File: config.mk
export PLATFORM = sky130hd
export DESIGN_NAME = l2_bucket_engine
export DESIGN_NICKNAME = d
export VERILOG_FILES = /design/src/rtl/l2b_pkg.sv /design/src/rtl/l2b_hash.sv /design/src/rtl/l2b_entry_view.sv /design/src/rtl/l2b_entry_pack.sv /design/src/rtl/l2_bucket_engine.sv
export SDC_FILE = /design/constraint.sdc
export NUM_CORES = 1
export LEC_CHECK = 0
export BUFFER_PORTS_ARGS = -buffer_cell sky130_fd_sc_hd__buf_2
export CAP_MARGIN = 25
export CORE_MARGIN = 2
export CORE_UTILIZATION = 46
export CTS_CLUSTER_DIAMETER = 100
export DETAILED_ROUTE_END_ITERATION = 7
export PLACE_DENSITY = 0.79
export SYNTH_ARGS = -nofsm -noshare
export SYNTH_HDL_FRONTEND = slang
export SYNTH_SLANG_ARGS = --single-unit
File: constraint.sdc
create_clock -name clk -period 2.7 [get_ports clk]
set_input_delay 0.27 -clock clk [delete_from_list [all_inputs] [get_ports clk]]
set_output_delay 0.27 -clock clk [all_outputs]
set_load 0.1 [all_outputs]
File: src/rtl/l2b_pkg.sv
package l2b_pkg;

    typedef enum logic [2:0] {
        ST_IDLE,
        ST_FETCH,
        ST_CHECK,
        ST_WRITE,
        ST_DONE
    } l2b_state_e;

    // Right-rotate amount applied to each seed slice in the alternate fold.
    function automatic int slice_spin(input int idx);
        case (idx)
            1:       return 5;
            3:       return 6;
            4:       return 7;
            default: return 0;
        endcase
    endfunction

    localparam int FLAG_W = 4;
    localparam int AGE_W  = 2;

endpackage

File: src/rtl/l2b_hash.sv
module l2b_hash #(
    parameter int MAC_W  = 48,
    parameter int VID_W  = 12,
    parameter int HASH_W = 11
) (
    input  logic [MAC_W-1:0]  mac,
    input  logic [VID_W-1:0]  vid,
    input  logic              alt,
    output logic [HASH_W-1:0] index
);
    import l2b_pkg::*;

    localparam int SEED_W = MAC_W + VID_W;
    localparam int NSLICE = (SEED_W + HASH_W - 1) / HASH_W;
    localparam int PAD_W  = NSLICE * HASH_W;

    logic [PAD_W-1:0]  seed_pad;
    logic [HASH_W-1:0] lane [NSLICE];

    always_comb begin
        seed_pad = '0;
        seed_pad[SEED_W-1:0] = {mac, vid};
    end

    for (genvar i = 0; i < NSLICE; i++) begin : g_lane
        localparam int K = slice_spin(i);
        logic [HASH_W-1:0] raw;
        logic [HASH_W-1:0] spun;
        assign raw = seed_pad[i*HASH_W +: HASH_W];
        if (K == 0) begin : g_flat
            assign spun = raw;
        end else begin : g_turn
            assign spun = {raw[K-1:0], raw[HASH_W-1:K]};
        end
        assign lane[i] = alt ? spun : raw;
    end

    always_comb begin
        index = '0;
        for (int i = 0; i < NSLICE; i++) begin
            index = index ^ lane[i];
        end
    end

endmodule

File: src/rtl/l2b_entry_view.sv
module l2b_entry_view #(
    parameter int MAC_W  = 48,
    parameter int VID_W  = 12,
    parameter int PORT_W = 5,
    parameter int WORD_W = 32
) (
    input  logic [3*WORD_W-1:0] entry,
    input  logic [MAC_W-1:0]    key_mac,
    input  logic [VID_W-1:0]    key_vid,
    output logic                occupied,
    output logic                matched,
    output logic [PORT_W-1:0]   port,
    output logic                stat,
    output logic [1:0]          age,
    output logic [3:0]          flags
);
    localparam int PORT_LO  = VID_W;
    localparam int AGE_LO   = PORT_LO + PORT_W;
    localparam int STAT_BIT = AGE_LO + 2;
    localparam int OCC_LO   = AGE_LO + 1;
    localparam int OCC_HI   = AGE_LO + 5;
    localparam int MLO_W    = WORD_W - VID_W;
    localparam int MHI_W    = MAC_W - MLO_W;

    logic [WORD_W-1:0] w0, w1, w2;
    logic [MAC_W-1:0]  stored_mac;
    logic              unused_bits;

    assign w0 = entry[WORD_W-1:0];
    assign w1 = entry[2*WORD_W-1:WORD_W];
    assign w2 = entry[3*WORD_W-1:2*WORD_W];

    assign stored_mac = {w1[MHI_W-1:0], w2[WORD_W-1:VID_W]};

    assign occupied = (|w0[OCC_HI:OCC_LO]) | w1[WORD_W-1] | w1[WORD_W-2] | w1[WORD_W-4];
    assign matched  = occupied && (stored_mac == key_mac) && (w0[VID_W-1:0] == key_vid);

    assign port  = w0[PORT_LO +: PORT_W];
    assign age   = w0[AGE_LO +: 2];
    assign stat  = w0[STAT_BIT];
    assign flags = w1[WORD_W-1 -: 4];

    assign unused_bits = ^{w0[WORD_W-1:OCC_HI+1], w2[VID_W-1:0]};

endmodule

File: src/rtl/l2b_entry_pack.sv
module l2b_entry_pack #(
    parameter int MAC_W  = 48,
    parameter int VID_W  = 12,
    parameter int PORT_W = 5,
    parameter int WORD_W = 32
) (
    input  logic [MAC_W-1:0]    mac,
    input  logic [VID_W-1:0]    vid,
    input  logic [PORT_W-1:0]   port,
    input  logic                stat,
    output logic [3*WORD_W-1:0] entry
);
    localparam int PORT_LO  = VID_W;
    localparam int AGE_LO   = PORT_LO + PORT_W;
    localparam int STAT_BIT = AGE_LO + 2;
    localparam int MLO_W    = WORD_W - VID_W;
    localparam int MHI_W    = MAC_W - MLO_W;

    logic [WORD_W-1:0] w0, w1, w2;

    always_comb begin
        w0 = '0;
        w0[VID_W-1:0]       = vid;
        w0[PORT_LO +: PORT_W] = port;
        w0[AGE_LO +: 2]      = 2'b11;
        w0[STAT_BIT]         = stat;

        w1 = '0;
        w1[MHI_W-1:0] = mac[MAC_W-1:MLO_W];

        w2 = '0;
        w2[WORD_W-1:VID_W] = mac[MLO_W-1:0];
        w2[VID_W-1:0]      = vid;
    end

    assign entry = {w2, w1, w0};

endmodule

File: src/rtl/l2_bucket_engine.sv
module l2_bucket_engine #(
    parameter int MAC_W  = 48,
    parameter int VID_W  = 12,
    parameter int PORT_W = 5,
    parameter int HASH_W = 11,
    parameter int WAYS   = 4,
    parameter int WORD_W = 32,
    parameter int WAY_W  = $clog2(WAYS),
    parameter int ADDR_W = HASH_W + WAY_W + 2,
    parameter int ENT_W  = 3 * WORD_W
) (
    input  logic              clk,
    input  logic              rst_n,
    input  logic              hash_alt,
    input  logic              req_valid,
    input  logic              req_learn,
    input  logic [MAC_W-1:0]  req_mac,
    input  logic [VID_W-1:0]  req_vid,
    input  logic [PORT_W-1:0] req_port,
    input  logic              req_static,
    output logic              req_ready,
    output logic              mem_rd,
    output logic              mem_wr,
    output logic [ADDR_W-1:0] mem_addr,
    output logic [ENT_W-1:0]  mem_wdata,
    input  logic [ENT_W-1:0]  mem_rdata,
    output logic              done,
    output logic              res_hit,
    output logic              res_full,
    output logic [WAY_W-1:0]  res_way,
    output logic [PORT_W-1:0] res_port,
    output logic              res_static,
    output logic [1:0]        res_age,
    output logic [3:0]        res_flags
);
    import l2b_pkg::*;

    localparam logic [WAY_W-1:0] LAST_WAY = WAY_W'(WAYS - 1);
    localparam int               UPPER_W  = ADDR_W - HASH_W - WAY_W;

    l2b_state_e state, state_nx;

    logic                accept;
    logic [HASH_W-1:0]   hash_now;
    logic [HASH_W-1:0]   base_q;
    logic [MAC_W-1:0]    key_mac;
    logic [VID_W-1:0]    key_vid;
    logic [PORT_W-1:0]   key_port;
    logic                key_static;
    logic                key_learn;
    logic                key_alt;
    logic [WAY_W-1:0]    way_q;
    logic [WAY_W-1:0]    tgt_q;
    logic                free_seen;
    logic [WAY_W-1:0]    free_way;

    logic                v_occ, v_match, v_stat;
    logic [PORT_W-1:0]   v_port;
    logic [1:0]          v_age;
    logic [3:0]          v_flags;

    logic                last_way;
    logic                learn_has_slot;
    logic [WAY_W-1:0]    learn_slot;

    // ---------------- hash of the incoming key ----------------
    l2b_hash #(
        .MAC_W (MAC_W),
        .VID_W (VID_W),
        .HASH_W(HASH_W)
    ) u_hash (
        .mac  (req_mac),
        .vid  (req_vid),
        .alt  (hash_alt),
        .index(hash_now)
    );

    // ---------------- decode of the way just read ----------------
    l2b_entry_view #(
        .MAC_W (MAC_W),
        .VID_W (VID_W),
        .PORT_W(PORT_W),
        .WORD_W(WORD_W)
    ) u_view (
        .entry   (mem_rdata),
        .key_mac (key_mac),
        .key_vid (key_vid),
        .occupied(v_occ),
        .matched (v_match),
        .port    (v_port),
        .stat    (v_stat),
        .age     (v_age),
        .flags   (v_flags)
    );

    // ---------------- packing of the entry to learn ----------------
    l2b_entry_pack #(
        .MAC_W (MAC_W),
        .VID_W (VID_W),
        .PORT_W(PORT_W),
        .WORD_W(WORD_W)
    ) u_pack (
        .mac  (key_mac),
        .vid  (key_vid),
        .port (key_port),
        .stat (key_static),
        .entry(mem_wdata)
    );

    assign accept         = req_valid && req_ready;
    assign last_way       = (way_q == LAST_WAY);
    assign learn_has_slot = free_seen || !v_occ;
    assign learn_slot     = free_seen ? free_way : way_q;

    // ---------------- state register ----------------
    always_ff @(posedge clk or negedge rst_n) begin
        if (!rst_n) begin
            state <= ST_IDLE;
        end else begin
            state <= state_nx;
        end
    end

    // ---------------- transitions ----------------
    always_comb begin
        state_nx = state;
        unique case (state)
            ST_IDLE:  if (accept) state_nx = ST_FETCH;          // accept
            ST_FETCH: state_nx = ST_CHECK;                      // issue
            ST_CHECK: begin
                if (v_match) begin
                    state_nx = key_learn ? ST_WRITE : ST_DONE;  // commit / finish
                end else if (!last_way) begin
                    state_nx = ST_FETCH;                        // next-way
                end else if (key_learn && learn_has_slot) begin
                    state_nx = ST_WRITE;                        // commit
                end else begin
                    state_nx = ST_DONE;                         // finish
                end
            end
            ST_WRITE: state_nx = ST_DONE;                       // retire
            ST_DONE:  state_nx = ST_IDLE;                       // release
            default:  state_nx = ST_IDLE;
        endcase
    end

    // ---------------- outputs of the state machine ----------------
    always_comb begin
        req_ready = 1'b0;
        mem_rd    = 1'b0;
        mem_wr    = 1'b0;
        done      = 1'b0;
        mem_addr  = {{UPPER_W{1'b0}}, base_q, way_q};
        unique case (state)
            ST_IDLE:  req_ready = 1'b1;
            ST_FETCH: mem_rd    = 1'b1;
            ST_CHECK: ;
            ST_WRITE: begin
                mem_wr   = 1'b1;
                mem_addr = {{UPPER_W{1'b0}}, base_q, tgt_q};
            end
            ST_DONE:  done      = 1'b1;
            default:  ;
        endcase
    end

    // ---------------- key capture, way walk and result ----------------
    always_ff @(posedge clk or negedge rst_n) begin
        if (!rst_n) begin
            base_q     <= '0;
            key_mac    <= '0;
            key_vid    <= '0;
            key_port   <= '0;
            key_static <= 1'b0;
            key_learn  <= 1'b0;
            key_alt    <= 1'b0;
            way_q      <= '0;
            tgt_q      <= '0;
            free_seen  <= 1'b0;
            free_way   <= '0;
            res_hit    <= 1'b0;
            res_full   <= 1'b0;
            res_way    <= '0;
            res_port   <= '0;
            res_static <= 1'b0;
            res_age    <= '0;
            res_flags  <= '0;
        end else begin
            if (state == ST_IDLE && accept) begin
                base_q     <= hash_now;
                key_mac    <= req_mac;
                key_vid    <= req_vid;
                key_port   <= req_port;
                key_static <= req_static;
                key_learn  <= req_learn;
                key_alt    <= hash_alt;
                way_q      <= '0;
                tgt_q      <= '0;
                free_seen  <= 1'b0;
                free_way   <= '0;
                res_hit    <= 1'b0;
                res_full   <= 1'b0;
                res_way    <= '0;
                res_port   <= '0;
                res_static <= 1'b0;
                res_age    <= '0;
                res_flags  <= '0;
            end
            if (state == ST_CHECK) begin
                if (!v_occ && !free_seen) begin
                    free_seen <= 1'b1;
                    free_way  <= way_q;
                end
                if (v_match) begin
                    res_hit <= 1'b1;
                    res_way <= way_q;
                    tgt_q   <= way_q;
                    if (key_learn) begin
                        res_port   <= key_port;
                        res_static <= key_static;
                        res_age    <= 2'b11;
                        res_flags  <= '0;
                    end else begin
                        res_port   <= v_port;
                        res_static <= v_stat;
                        res_age    <= v_age;
                        res_flags  <= v_flags;
                    end
                end else if (!last_way) begin
                    way_q <= way_q + WAY_W'(1);
                end else if (key_learn) begin
                    if (learn_has_slot) begin
                        tgt_q      <= learn_slot;
                        res_way    <= learn_slot;
                        res_port   <= key_port;
                        res_static <= key_static;
                        res_age    <= 2'b11;
                    end else begin
                        res_full <= 1'b1;
                    end
                end
            end
        end
    end

    // ---------------- assertions ----------------
    p_rdwr_excl_r12: assert property (@(posedge clk) disable iff (!rst_n)
        !(mem_rd && mem_wr));

    p_done_pulse_r12: assert property (@(posedge clk) disable iff (!rst_n)
        done |=> !done);

    p_first_way_r3: assert property (@(posedge clk) disable iff (!rst_n)
        (req_valid && req_ready) |=> (mem_rd && mem_addr[WAY_W-1:0] == '0
                                      && mem_addr[ADDR_W-1] == 1'b0));

    p_read_gap_r3: assert property (@(posedge clk) disable iff (!rst_n)
        mem_rd |=> !mem_rd);

    p_ready_back_r10: assert property (@(posedge clk) disable iff (!rst_n)
        done |=> req_ready);

    p_full_nowrite_r9: assert property (@(posedge clk) disable iff (!rst_n)
        (done && res_full) |-> !$past(mem_wr));

    p_hit_full_excl_r9: assert property (@(posedge clk) disable iff (!rst_n)
        done |-> !(res_hit && res_full));

    p_write_after_read_r7: assert property (@(posedge clk) disable iff (!rst_n)
        mem_wr |-> ($past(state) == ST_CHECK && key_learn));

    p_alt_stable_r2: assert property (@(posedge clk) disable iff (!rst_n)
        (state != ST_IDLE && $past(state) != ST_IDLE) |-> $stable(key_alt));

endmodule

**After elaboration in Yosys (flattened, before gate mapping)**

Cells that the tools add are included.

- Register bits after elaboration: 104
- Output and inout port bits: 131

- $add $sub $neg: 1
- Bitwise logic cells: 8
- Equality and inequality tests: 8
- Reductions and logical operators: 11
- Multiplexer cells: 71

Operators with widths:

| kind | number |
|---|---|
| $mux 2 | 28 |
| $eq 48x48->1 | 1 |
| $xor 11x11->11 | 4 |
| $mux 5 | 7 |
| $mux 11 | 3 |
| $mux 1 | 23 |
| $mux 4 | 4 |
| $mux 3 | 5 |
| $eq 12x12->1 | 1 |
| $pmux 3 s4 | 1 |
| $xor 11x5->11 | 1 |
| $eq 3x2->1 const B | 2 |
| $logic_and 1x1->1 | 6 |
| $reduce_or 5->1 | 1 |
| $eq 3x1->1 const B | 1 |
| $eq 3x3->1 const B | 1 |
| $logic_not 3->1 | 1 |
| $or 1x1->1 | 3 |
| $add 2x1->2 const B | 1 |
| $eq 2x2->1 const B | 1 |
| $logic_not 1->1 | 2 |
| $ne 2x2->1 const B | 1 |
| $logic_or 1x1->1 | 1 |

**Logic depth before layout (Yosys ltp)**

Gate-level depths: netlist of the first run.

- Depth in word-level cells: 11
- Gate-level depth with buffers: 8

**Modules after synthesis**

From an unflattened synthesis of the first run, not the netlist that was laid out.

- Cells, all modules: 711
- Area total of the unflattened synthesis: 6,518.8 sq um

Modules (own cells, without submodules):

| module | area an instance (sq um) | cells each | instances |
|---|---|---|---|
| l2_bucket_engine | 4,189.0 | 438 | 1 |
| l2b_hash | 813.3 | 80 | 1 |
| l2b_entry_view | 788.3 | 95 | 1 |
| l2b_entry_pack | 728.2 | 98 | 1 |

**Least setup slack after synthesis of the first run**

No wires, ideal clock.

- Path type: reg-to-reg
- From: register state[0]
- To: register key_mac[18]
- Setup slack: -1,183 ps
- Buffers on the path: 2
- Cell stages (with the launch flop): 6
- Arrival: 3,757 ps
- Setup time: 126 ps
- Path through: dfrtp_1 nor3_1 nand2_1 clkbuf_1 clkbuf_1 mux2_2

- Cells in the longest elaborated chain, start to end: 4

RTL lines:

| what | RTL line | source |
|---|---|---|
| from (decl) | l2_bucket_engine.sv:41 | `l2b_state_e state, state_nx;` |
| from (signal assigned) | l2_bucket_engine.sv:120 | `state <= state_nx;` |
| $logic_not 3->1 | l2_bucket_engine.sv:154 | `unique case (state)` |
| $mux 1 | l2_bucket_engine.sv:154 |  |
| via req_ready | l2_bucket_engine.sv:21 | `output logic req_ready,` |
| $logic_and 1x1->1 | l2_bucket_engine.sv:110 | `assign accept = req_valid && req_ready;` |
| $logic_and 1x1->1 | l2_bucket_engine.sv:189 | `if (state == ST_IDLE && accept) begin` |
| to (signal assigned) | l2_bucket_engine.sv:191 | `key_mac <= req_mac;` |
| to (decl) | l2_bucket_engine.sv:46 | `logic [MAC_W-1:0] key_mac;` |

The timed path passes the listed nets, and every way through them passes these cells.
A chain may end at the register's enable or synchronous reset.

**Final worst setup path of the first run**

- From: register key_mac[38]
- To: register res_port[1]

- Cells in the longest elaborated chain, start to end: 5

RTL lines:

| what | RTL line | source |
|---|---|---|
| $eq 48x48->1 | l2b_entry_view.sv:36 | `assign matched = occupied && (stored_mac == key_mac) && (w0[VID_W-1:0] == key_vid);` |
| $logic_and 1x1->1 (2 in a row) | l2b_entry_view.sv:36 |  |
| $mux 5 | l2_bucket_engine.sv:214 | `if (v_match) begin` |
| $mux 5 | l2_bucket_engine.sv:209 | `if (state == ST_CHECK) begin` |
| to (signal assigned) | l2_bucket_engine.sv:219 | `res_port <= key_port;` |
| to (signal assigned) | l2_bucket_engine.sv:224 | `res_port <= v_port;` |
| to (signal assigned) | l2_bucket_engine.sv:235 | `res_port <= key_port;` |
| to (decl) | l2_bucket_engine.sv:31 | `output logic [PORT_W-1:0] res_port,` |

Every way passes these cells.

==> results.py, run 1 <==
metrics = {
    "critical_path": {
        "worstSetupEndpointType": "flop",
        "rr_worst_depth": 8,
        "critPathArrivalTime_ns": 2.79,
        "worst_setup_path_start_kind": "flop",
        "r2r_end": "res_port[1]",
        "required_ns": 2.93,
        "criticalPathCategory": "reg2reg",
        "reg2reg_from": "key_mac[38]",
        "r2r_slack_ns": 0.14,
        "path_max_fanout": 10,
    },
    "finish": {
        "syn_to_final_growth_pct": 29.7,
        "drive_gt1_share_pct": 51.6,
        "final-seq-area_mm2": 0.00264,
        "nets": 922,
        "fill_cells": 1025,
        "multi_input_area_mm2": 0.00291,
        "antenna_cells": 0,
        "postLayoutCoreUtil_pct": 61.5,
        "final_area_mm2": 0.00744,
    },
    "hold_path": {
        "holdPathStages": 2,
        "holdCritStartpoint": "req_port[0]",
        "hold_class": "in2reg",
        "hold_end": "key_port[0]",
    },
    "clock_network": {
        "root_buffer": "clkbuf_16",
        "clk_path_buf_depth": 2,
        "clk_pin_slew_worst_paths_ns": 0.07,
        "tritoncts": "done",
        "cts_buffers": 9,
        "numClockSinks": 104,
        "clk_latency_ns": 0.35,
        "htree_levels": 3,
    },
    "synth": {
        "synthFlopType": "dfrtp_1",
        "yosysSeqAreaShare_pct": 45.3,
        "synth.top_cell.area_share_pct": 45.3,
        "synth_most_common_cell": "dfrtp_1",
        "synth_common_cells": "dfrtp_1 (104), xor2_1 (76), mux2_2 (67)",
        "synth_area_leaders": "dfrtp_1 (45%), mux2_2 (13%), xor2_1 (12%), xnor2_1 (6.7%), buf_4 (4.3%)",
        "ys_warn_count": 0,
        "syn_inst": 508,
        "yosys_register_bits": 104,
        "synth_edf_count": 0,
        "yosysUniqueCellTypes": 39,
        "syn_area_per_cell_um2": 11.3,
        "synthArstFlopShare_pct": 100,
        "synth.largest_area_cell": "dfrtp_1",
        "netlist_area_mm2": 0.00574,
    },
    "route": {
        "drt_pre_antenna_iters": 4,
        "vias": 4586,
        "drt-met1-wl_mm": 6.44,
        "wl_met2_mm": 7.97,
        "wl_per_cell_um": 17.2,
        "drt_iter0_drc": 205,
        "ant_nets": 0,
        "highest_layer": "met5",
        "vias_per_cell": 4.95,
        "drt-total-wl_mm": 15.9,
        "drc_errors": 0,
        "wl_met3_mm": 1.20,
    },
    "sta": {
        "slew_viol_final": 0,
        "worst_pin_slew_ns": 0.672,
        "slew_headroom_pct": 55.2,
        "max_freq_ghz": 0.390,
        "setup_viol": 0,
        "finalCritPeriodShare_pct": 94.9,
        "layout_min_cycle_time_ns": 2.56,
        "clock_skew_ns": 0.00795,
        "rsz0062_at_grt": "no",
        "hold_viol": 0,
    },
    "global_route": {
        "groute.usage.overall_pct": 23.8,
        "gr-total-overflow": 0,
        "grt_start_max_net_pins": 71,
        "antenna_found_initial": 2,
        "grt_first_pass_wirelength_mm": 24.1,
        "grt_pass1_vias": 4604,
    },
    "floorplanning": {
        "start_util_pct": 47.4,
        "core_mm2": 0.0121,
        "rows": 40,
        "die_x_um": 116,
        "die_area_mm2": 0.0134,
        "io_pins": 298,
        "die_h_um": 116,
    },
    "placement": {
        "gp_congestion": 0.868,
        "place_hpwl_mm": 12.9,
        "dpl-instance-area_mm2": 0.00713,
        "port_buffers": 256,
    },
    "flow_run": {
        "drv_cap": 0,
    },
    "status": {
        "status": "finished clean",
    },
}
==> through the flow <==
stage          TNS (ns)  cells  hold WS [ns]  setup WS [ns]
2_1_floorplan     -7.06    526       -0.0256         -0.188
3_3_place_gp          0    909         0.334         0.0613
3_5_place_dp          0    909         0.341         0.0441
4_1_cts               0    926         0.140         0.0203
5_1_grt               0    927         0.147         0.0118
6_report              0    927         0.153          0.137
==> layer usage <==
layer,up-vias,track usage [%]
met1,2185,29.0
met4,4,8.49
met5,-,0
li1,2182,-
met3,21,6.07
met2,194,41.2
==> cells by family after synthesis <==
group	synth area share (%)
multiplexers	15.2
adder cells (fa/ha/maj)	0.218
XOR/XNOR	18.3
AO/OA/AOI/OAI	5.73
AND/OR/NAND/NOR	9.17
other	0.131
flip-flops	45.3
buffers and inverters	5.88
==> final cells by class <==
type,count,area share (%)
clock buffers,10,3.08
repair buffers,267,18.6
multi-input cells,367,39.1
inverters,5,0.252
flip-flops and latches,104,35.4
clock inverters,6,0.790
well taps,168,2.82
==> worst max-delay path, stage by stage, from the launching register on <==
cell     delay [ns]
dfrtp_1        0.40
xor2_1         0.17
nor4_1         0.49
nand4_1        0.24
nor4_4         0.29
buf_4          0.19
o21ai_2        0.08
and2_4         0.22
a221o_1        0.36
==> flip-flops by register name, summed over array words and instances, names as in the netlist <==
| signal | flops |
|---|---|
| base_q | 11 |
| free_seen | 1 |
| free_way | 2 |
| key_learn | 1 |
| key_mac | 48 |
| key_port | 5 |
| key_static | 1 |
| key_vid | 12 |
| res_age | 2 |
| res_flags | 4 |
| res_full | 1 |
| res_hit | 1 |
| res_port | 5 |
| res_static | 1 |
| res_way | 2 |
| state | 3 |
| tgt_q | 2 |
| way_q | 2 |
==> worst max path at each step <==
stage          slack [ns]  cells after the start   startpoint           to
3_5_place_dp         0.04                      8  key_mac[21]  res_port[1]
3_3_place_gp         0.06                      8  key_mac[21]   res_age[0]
4_1_cts              0.02                      8  key_mac[21]  res_port[3]
6_report             0.14                      8  key_mac[38]  res_port[1]
2_1_floorplan       -0.19                      5     state[1]  key_mac[19]
5_1_grt              0.01                      8  key_mac[38]  res_port[1]
==> layout by cell type, fill, tap and decap left out, types with 2 or more instances in the layout <==
| cell | synthesis | routed |
|---|---|---|
| nor2b_1 | 8 | 8 |
| buf_2 | 0 | 255 |
| o21a_1 | 2 | 2 |
| nor2_1 | 15 | 15 |
| mux2i_1 | 12 | 12 |
| o21ai_2 | 1 | 3 |
| dfrtp_1 | 104 | 77 |
| xnor2_1 | 44 | 44 |
| nand2_1 | 26 | 25 |
| nor3_1 | 3 | 2 |
| a32o_1 | 2 | 2 |
| buf_4 | 33 | 10 |
| a22oi_1 | 2 | 2 |
| nand4_1 | 4 | 4 |
| nand2b_1 | 7 | 7 |
| nand3_1 | 6 | 6 |
| o21ai_0 | 20 | 18 |
| clkinv_2 | 0 | 4 |
| nor4_2 | 4 | 5 |
| nor3b_2 | 0 | 2 |
| dfrtp_2 | 0 | 27 |
| xor2_1 | 76 | 76 |
| conb_1 | 2 | 20 |
| mux2_2 | 67 | 67 |
| inv_1 | 5 | 5 |
| clkbuf_16 | 0 | 9 |
| nor4_1 | 13 | 12 |
| a21oi_1 | 13 | 13 |
| a21o_1 | 4 | 4 |
| a221o_1 | 6 | 6 |
==> timing repair <==
item | CTS | global route
endpoints found under the hold margin | 47 | 0
gates resized for setup | 0 | 2
hold buffers | 1 | 0
endpoints found under the setup margin | 0 | 8
buffers inserted | 0 | 1
Power of run 1 is left out: the tool's default activity adds up to more than one toggle a clock period on the data nets, which glitch-free logic cannot reach.
==> run 2: changes to the inputs <==
--- a/config.mk
+++ b/config.mk
@@ -5,13 +5,14 @@
 export SDC_FILE = /design/constraint.sdc
 export NUM_CORES = 1
 export LEC_CHECK = 0
+export ABC_CLOCK_PERIOD_IN_PS = 2100
 export BUFFER_PORTS_ARGS = -buffer_cell sky130_fd_sc_hd__buf_2
 export CAP_MARGIN = 25
 export CORE_MARGIN = 2
-export CORE_UTILIZATION = 46
+export CORE_UTILIZATION = 25
 export CTS_CLUSTER_DIAMETER = 100
 export DETAILED_ROUTE_END_ITERATION = 7
-export PLACE_DENSITY = 0.79
+export PLACE_DENSITY = 0.49
 export SYNTH_ARGS = -nofsm -noshare
 export SYNTH_HDL_FRONTEND = slang
 export SYNTH_SLANG_ARGS = --single-unit
==> constraint.sdc (replaced) <==
create_clock -name clk -period 2.1 [get_ports clk]
set_input_delay 0.21 -clock clk [delete_from_list [all_inputs] [get_ports clk]]
set_output_delay 0.21 -clock clk [all_outputs]
set_load 0.1 [all_outputs]
==> results.py, run 2 (synthesis results as in run 1) <==
metrics = {
    "sta": {
        "setup_slack_ns": -0.271,
        "layout_min_cycle_time_ns": 2.37,
        "worst_pin_slew_ns": 0.570,
        "rsz0062_at_grt": "yes",
        "slew_headroom_pct": 62.3,
        "setup_viol": 23,
        "clock_skew_ns": 0.0157,
        "slew_viol_final": 0,
        "finalCritPeriodShare_pct": 113,
        "hold_viol": 0,
        "max_freq_ghz": 0.422,
        "hold_ws_ns": 0.0797,
    },
    "finish": {
        "final_common_cell": "buf_2",
        "syn_to_final_growth_pct": 45.7,
        "fill_cells": 2283,
        "nets": 990,
        "reg_top3": "key_mac (48), key_vid (12), base_q (11)",
        "largest_reg_flops": 48,
        "final_cell_mix": "buf_2 (254), xor2_1 (73), buf_4 (72)",
        "drive_gt1_share_pct": 61.8,
        "antenna_cells": 0,
        "postLayoutCoreUtil_pct": 37.1,
        "multi_input_area_mm2": 0.00304,
        "regMostFlops": "key_mac",
        "final-seq-area_mm2": 0.00272,
    },
    "hold_path": {
        "holdCritStartpoint": "req_static",
        "hold_class": "in2reg",
    },
    "clock_network": {
        "htree_levels": 3,
        "clk_path_buf_depth": 2,
        "root_buffer": "clkbuf_16",
        "clk_latency_ns": 0.37,
        "tritoncts": "done",
        "numClockSinks": 104,
        "cts_buffers": 9,
        "clk_pin_slew_worst_paths_ns": 0.08,
    },
    "critical_path": {
        "crit_start": "key_mac[18]",
        "path_max_fanout": 8,
        "reg2reg_from": "key_mac[18]",
        "criticalPathCategory": "reg2reg",
        "required_ns": 2.34,
        "critPathArrivalTime_ns": 2.61,
        "worst_setup_path_start_kind": "flop",
        "worstSetupEndpointType": "flop",
        "r2r_slack_ns": -0.27,
    },
    "route": {
        "drc_errors": 0,
        "wl_per_cell_um": 17.2,
        "drt-total-wl_mm": 19.1,
        "ant_nets": 0,
        "drt_pre_antenna_iters": 4,
        "vias": 4702,
        "drt_iter0_drc": 142,
        "vias_per_cell": 4.23,
    },
    "status": {
        "status": "finished with violations",
        "violations": "setup timing",
    },
    "global_route": {
        "grt_pass1_vias": 4822,
        "grt_first_pass_wirelength_mm": 28.6,
        "grt_start_max_net_pins": 64,
        "antenna_found_initial": 1,
        "groute.usage.overall_pct": 15.9,
        "gr-total-overflow": 0,
    },
    "placement": {
        "gp_congestion": 0.775,
        "place_hpwl_mm": 15.5,
        "port_buffers": 256,
    },
    "floorplanning": {
        "io_pins": 298,
        "die_h_um": 156,
        "start_util_pct": 25.4,
        "die_area_mm2": 0.0242,
        "core_mm2": 0.0226,
        "rows": 55,
        "die_x_um": 156,
    },
    "flow_run": {
        "drv_cap": 0,
    },
}
## run 2: area by class of cell
cell class	instances	share of cell area (%)
Clock buffer	9	2.69
Clock inverter	7	0.808
Inverter	5	0.224
Multi-Input combinational cell	367	36.4
Sequential cell	104	32.5
Tap cell	285	4.26
Timing Repair Buffer	335	23.2
## run 2: final timing paths
kind,endpoint,depth (start not counted)
worst max-delay path,res_port[2],8
worst min-delay path,key_static,2
worst max register to register,res_port[2],8
worst min register to register,base_q[4],2
max in group asynchronous,key_mac[23],3
min in group asynchronous,key_mac[2],2
## run 2: what timing repair did
item	in CTS	in global routing
endpoints found under the setup margin	25	25
endpoints found under the hold margin	57	0
pin swaps	9	21
hold buffers	1	0
gates resized for setup	10	18
cloned	1	0
setup buffers	3	0
## run 2: critical path, cell delays in order, from the launching register on
cell and delay [ns]:
dfrtp_4 0.48, xor2_1 0.16, nor4_1 0.34, nand4_1 0.23, nor4_4 0.33, buf_6 0.17
o21ai_2 0.07, and2_4 0.17, a221o_1 0.31
## run 2: per-layer routing
metal  part of all wire [%]  up-vias  track usage (%)
met5                  0.037        -                0
met2                     50      184             27.1
met3                    6.8       11             4.86
met4                   0.84        2             3.41
li1                       -     2312                -
met1                     42     2193             19.7
## run 2: stage by stage
step,cells,setup TNS (ns),instance area (µm²),worst slack [ns]
finish,1112,-4.17,8370,-0.271
global route,1112,-6.84,8370,-0.393
CTS,1112,-5.74,8280,-0.322
detailed placement,1091,-9.11,7900,-0.468
global placement,1091,-8.76,7900,-0.441
floorplan,526,-11.83,6100,-0.693
Power of run 2 is left out for the same reason.
==> run 3: changes to the inputs <==
--- a/config.mk
+++ b/config.mk
@@ -10,9 +10,11 @@
 export CAP_MARGIN = 25
 export CORE_MARGIN = 2
 export CORE_UTILIZATION = 25
+export CTS_BUF_LIST = sky130_fd_sc_hd__clkbuf_4
 export CTS_CLUSTER_DIAMETER = 100
 export DETAILED_ROUTE_END_ITERATION = 7
-export PLACE_DENSITY = 0.49
+export PLACE_DENSITY = 0.48
 export SYNTH_ARGS = -nofsm -noshare
 export SYNTH_HDL_FRONTEND = slang
+export SYNTH_HIERARCHICAL = 1
 export SYNTH_SLANG_ARGS = --single-unit
==> results.py, run 3 <==
metrics = {
    "finish": {
        "syn_to_final_growth_pct": 40.3,
        "final_area_mm2": 0.00915,
        "multi_input_area_mm2": 0.00311,
        "largest_reg_flops": 48,
        "final_cell_mix": "buf_2 (253), nand2_1 (239), dfrtp_1 (101)",
        "drive_gt1_share_pct": 38.9,
        "final_common_cell": "buf_2",
        "regMostFlops": "key_mac",
        "reg_top3": "key_mac (48), key_vid (12), base_q (11)",
        "nets": 1199,
        "fill_cells": 2755,
        "fin_cells": 1374,
        "postLayoutCoreUtil_pct": 35.4,
        "final-seq-area_mm2": 0.00261,
    },
    "critical_path": {
        "required_ns": 2.51,
        "cp_top_family": "simple AND/OR/NAND/NOR gates",
        "path_max_fanout": 7,
        "criticalPathCategory": "reg2reg",
        "worst_setup_path_start_kind": "flop",
        "worstSetupEndpointType": "flop",
        "worst-path-buf-inv": 1,
        "crit_top_cell": "nor4_2",
        "path_cells": "xor2_1 > nor4_2 > nand4_1 > nor4_2 > buf_4 > nand4b_1 > nor3_2 > a32o_2 > a21o_1",
        "reg2reg_from": "key_mac[16]",
        "crit_slowest_cell": "dfrtp_1",
        "critPathArrivalTime_ns": 2.85,
        "slowest_delay_ns": 0.44,
        "crit_start": "key_mac[16]",
    },
    "status": {
        "status": "finished with violations",
        "violations": "setup timing",
    },
    "clock_network": {
        "htree_levels": 3,
        "clk_pin_slew_worst_paths_ns": 0.20,
        "clk_path_buf_depth": 2,
        "numClockSinks": 104,
        "clk_latency_ns": 0.51,
        "cts_buffers": 9,
        "tritoncts": "done",
        "root_buffer": "clkbuf_4",
    },
    "floorplanning": {
        "start_util_pct": 25.2,
        "die_h_um": 165,
        "rows": 59,
        "core_mm2": 0.0258,
        "io_pins": 298,
        "die_area_mm2": 0.0274,
        "die_x_um": 165,
    },
    "route": {
        "drt-total-wl_mm": 23.0,
        "drt_pre_antenna_iters": 6,
        "vias": 5677,
        "wl_per_cell_um": 16.7,
        "drc_errors": 0,
        "vias_per_cell": 4.13,
        "ant_nets": 0,
        "drt_iter0_drc": 198,
    },
    "sta": {
        "hold_viol": 0,
        "setup_viol": 22,
        "layout_min_cycle_time_ns": 2.45,
        "finalCritPeriodShare_pct": 117,
        "rsz0062_at_grt": "yes",
        "slew_viol_final": 0,
        "clock_skew_ns": 0.0254,
        "hold_ws_ns": 0.0499,
        "max_freq_ghz": 0.408,
        "setup_slack_ns": -0.348,
        "slew_headroom_pct": 64.8,
        "worst_pin_slew_ns": 0.527,
    },
    "placement": {
        "place_inst": 1269,
        "place_hpwl_mm": 17.9,
        "gp_congestion": 0.805,
        "dpl-instance-area_mm2": 0.00808,
        "port_buffers": 256,
    },
    "synth": {
        "synth.largest_area_cell": "dfrtp_1",
        "synthArstFlopShare_pct": 100,
        "yosys_register_bits": 104,
        "ys_warn_count": 6,
        "synth_common_cells": "nand2_1 (241), buf_4 (113), dfrtp_1 (104)",
        "synthFlopType": "dfrtp_1",
        "yosysSeqAreaShare_pct": 39.9,
        "netlist_area_mm2": 0.00652,
        "synth.top_cell.area_share_pct": 39.9,
        "synth_area_leaders": "dfrtp_1 (40%), nand2_1 (14%), buf_4 (13%), xor2_1 (12%), mux2i_1 (3.4%)",
        "synth_most_common_cell": "nand2_1",
        "synth_edf_count": 0,
        "syn_inst": 711,
        "syn_area_per_cell_um2": 9.17,
        "yosysUniqueCellTypes": 40,
    },
    "global_route": {
        "gr-total-overflow": 0,
        "grt_start_max_net_pins": 47,
        "antenna_found_initial": 3,
        "grt_pass1_vias": 5769,
        "grt_first_pass_wirelength_mm": 33.8,
        "groute.usage.overall_pct": 16.7,
    },
    "flow_run": {
        "drv_cap": 0,
    },
    "hold_path": {
        "hold_class": "in2reg",
        "holdCritStartpoint": "req_mac[14]",
    },
}
## run 3: changes by cell type after synthesis, sizes merged, moves of 8 or more
cell / change
nand2: +214
buf: +94
mux2: -63
xnor2: -27
o21ai: -18
xor2: +17
nor2: -12
mux2i: +10
clkbuf: -9
a21oi: -8
nor2b: -8
nor3b: +8
## run 3: area by class of cell
| type | count | share of cell area [%] |
|---|---|---|
| antenna | 3 | 0.0821 |
| multi-input combinational | 488 | 33.9 |
| clock buffer | 10 | 0.821 |
| tap | 335 | 4.58 |
| clock inverter | 6 | 0.588 |
| timing repair buffer | 426 | 31.4 |
| sequential | 104 | 28.5 |
| inverter | 2 | 0.0821 |
## run 3: worst reg2reg max path: cells and delay by family, from the launching register on
family,cells,cell delay [ns]
AND/OR/NAND/NOR,5,1.11
XOR/XNOR,1,0.17
flip-flops,1,0.44
AO/OA/AOI/OAI,2,0.43
buffers and inverters,1,0.20
## run 3: final timing paths
kind / end / slack, ns / depth (start not counted)
max: res_way[0] / -0.35 / 9
min: key_mac[14] / 0.05 / 3
max reg2reg: res_way[0] / -0.35 / 9
min reg2reg: base_q[5] / 0.49 / 2
max in group asynchronous: base_q[3] / 1.28 / 3
min in group asynchronous: key_mac[14] / 0.15 / 2
## run 3: stage by stage
stage / setup slack (ns) / TNS (ns)
4_1_cts: -0.488 / -8.85
3_5_place_dp: -0.698 / -12.72
2_1_floorplan: -0.0544 / -0.257
6_report: -0.348 / -5.92
5_1_grt: -0.500 / -8.78
3_3_place_gp: -0.705 / -13.21
## run 3: layer usage
metal  wire length, µm  vias up  track usage [%]  part of all wire [%]
met1             10200     2644             21.1                    44
met2             11100      207             29.0                    48
met4               246        0             3.61                   1.1
met5                 0        -                0                     0
li1                  -     2804                -                     -
met3              1450       22             3.92                   6.3
## run 3: what timing repair did
action	in CTS	in global routing
gates resized for setup	18	7
hold buffers	75	0
setup endpoints to repair	27	26
pin swaps	11	8
setup buffers	4	6
endpoints found under the hold margin	158	0
cloned	1	0
## run 3: logic make-up (layout without fill, tap and decap cells)
kind of cell	after synthesis	count (layout)	share of synthesized area, %
buffers and inverters	137	444	15.3
other	3	23	0.173
xor gates and xnor gates	115	115	16.5
AOI/OAI and AO/OA	35	36	4.18
and+or+nand+nor	290	290	19.7
muxes	26	26	4.07
DFF	104	104	39.9
adders and majority gates	1	1	0.192
Power of run 3 is left out for the same reason.
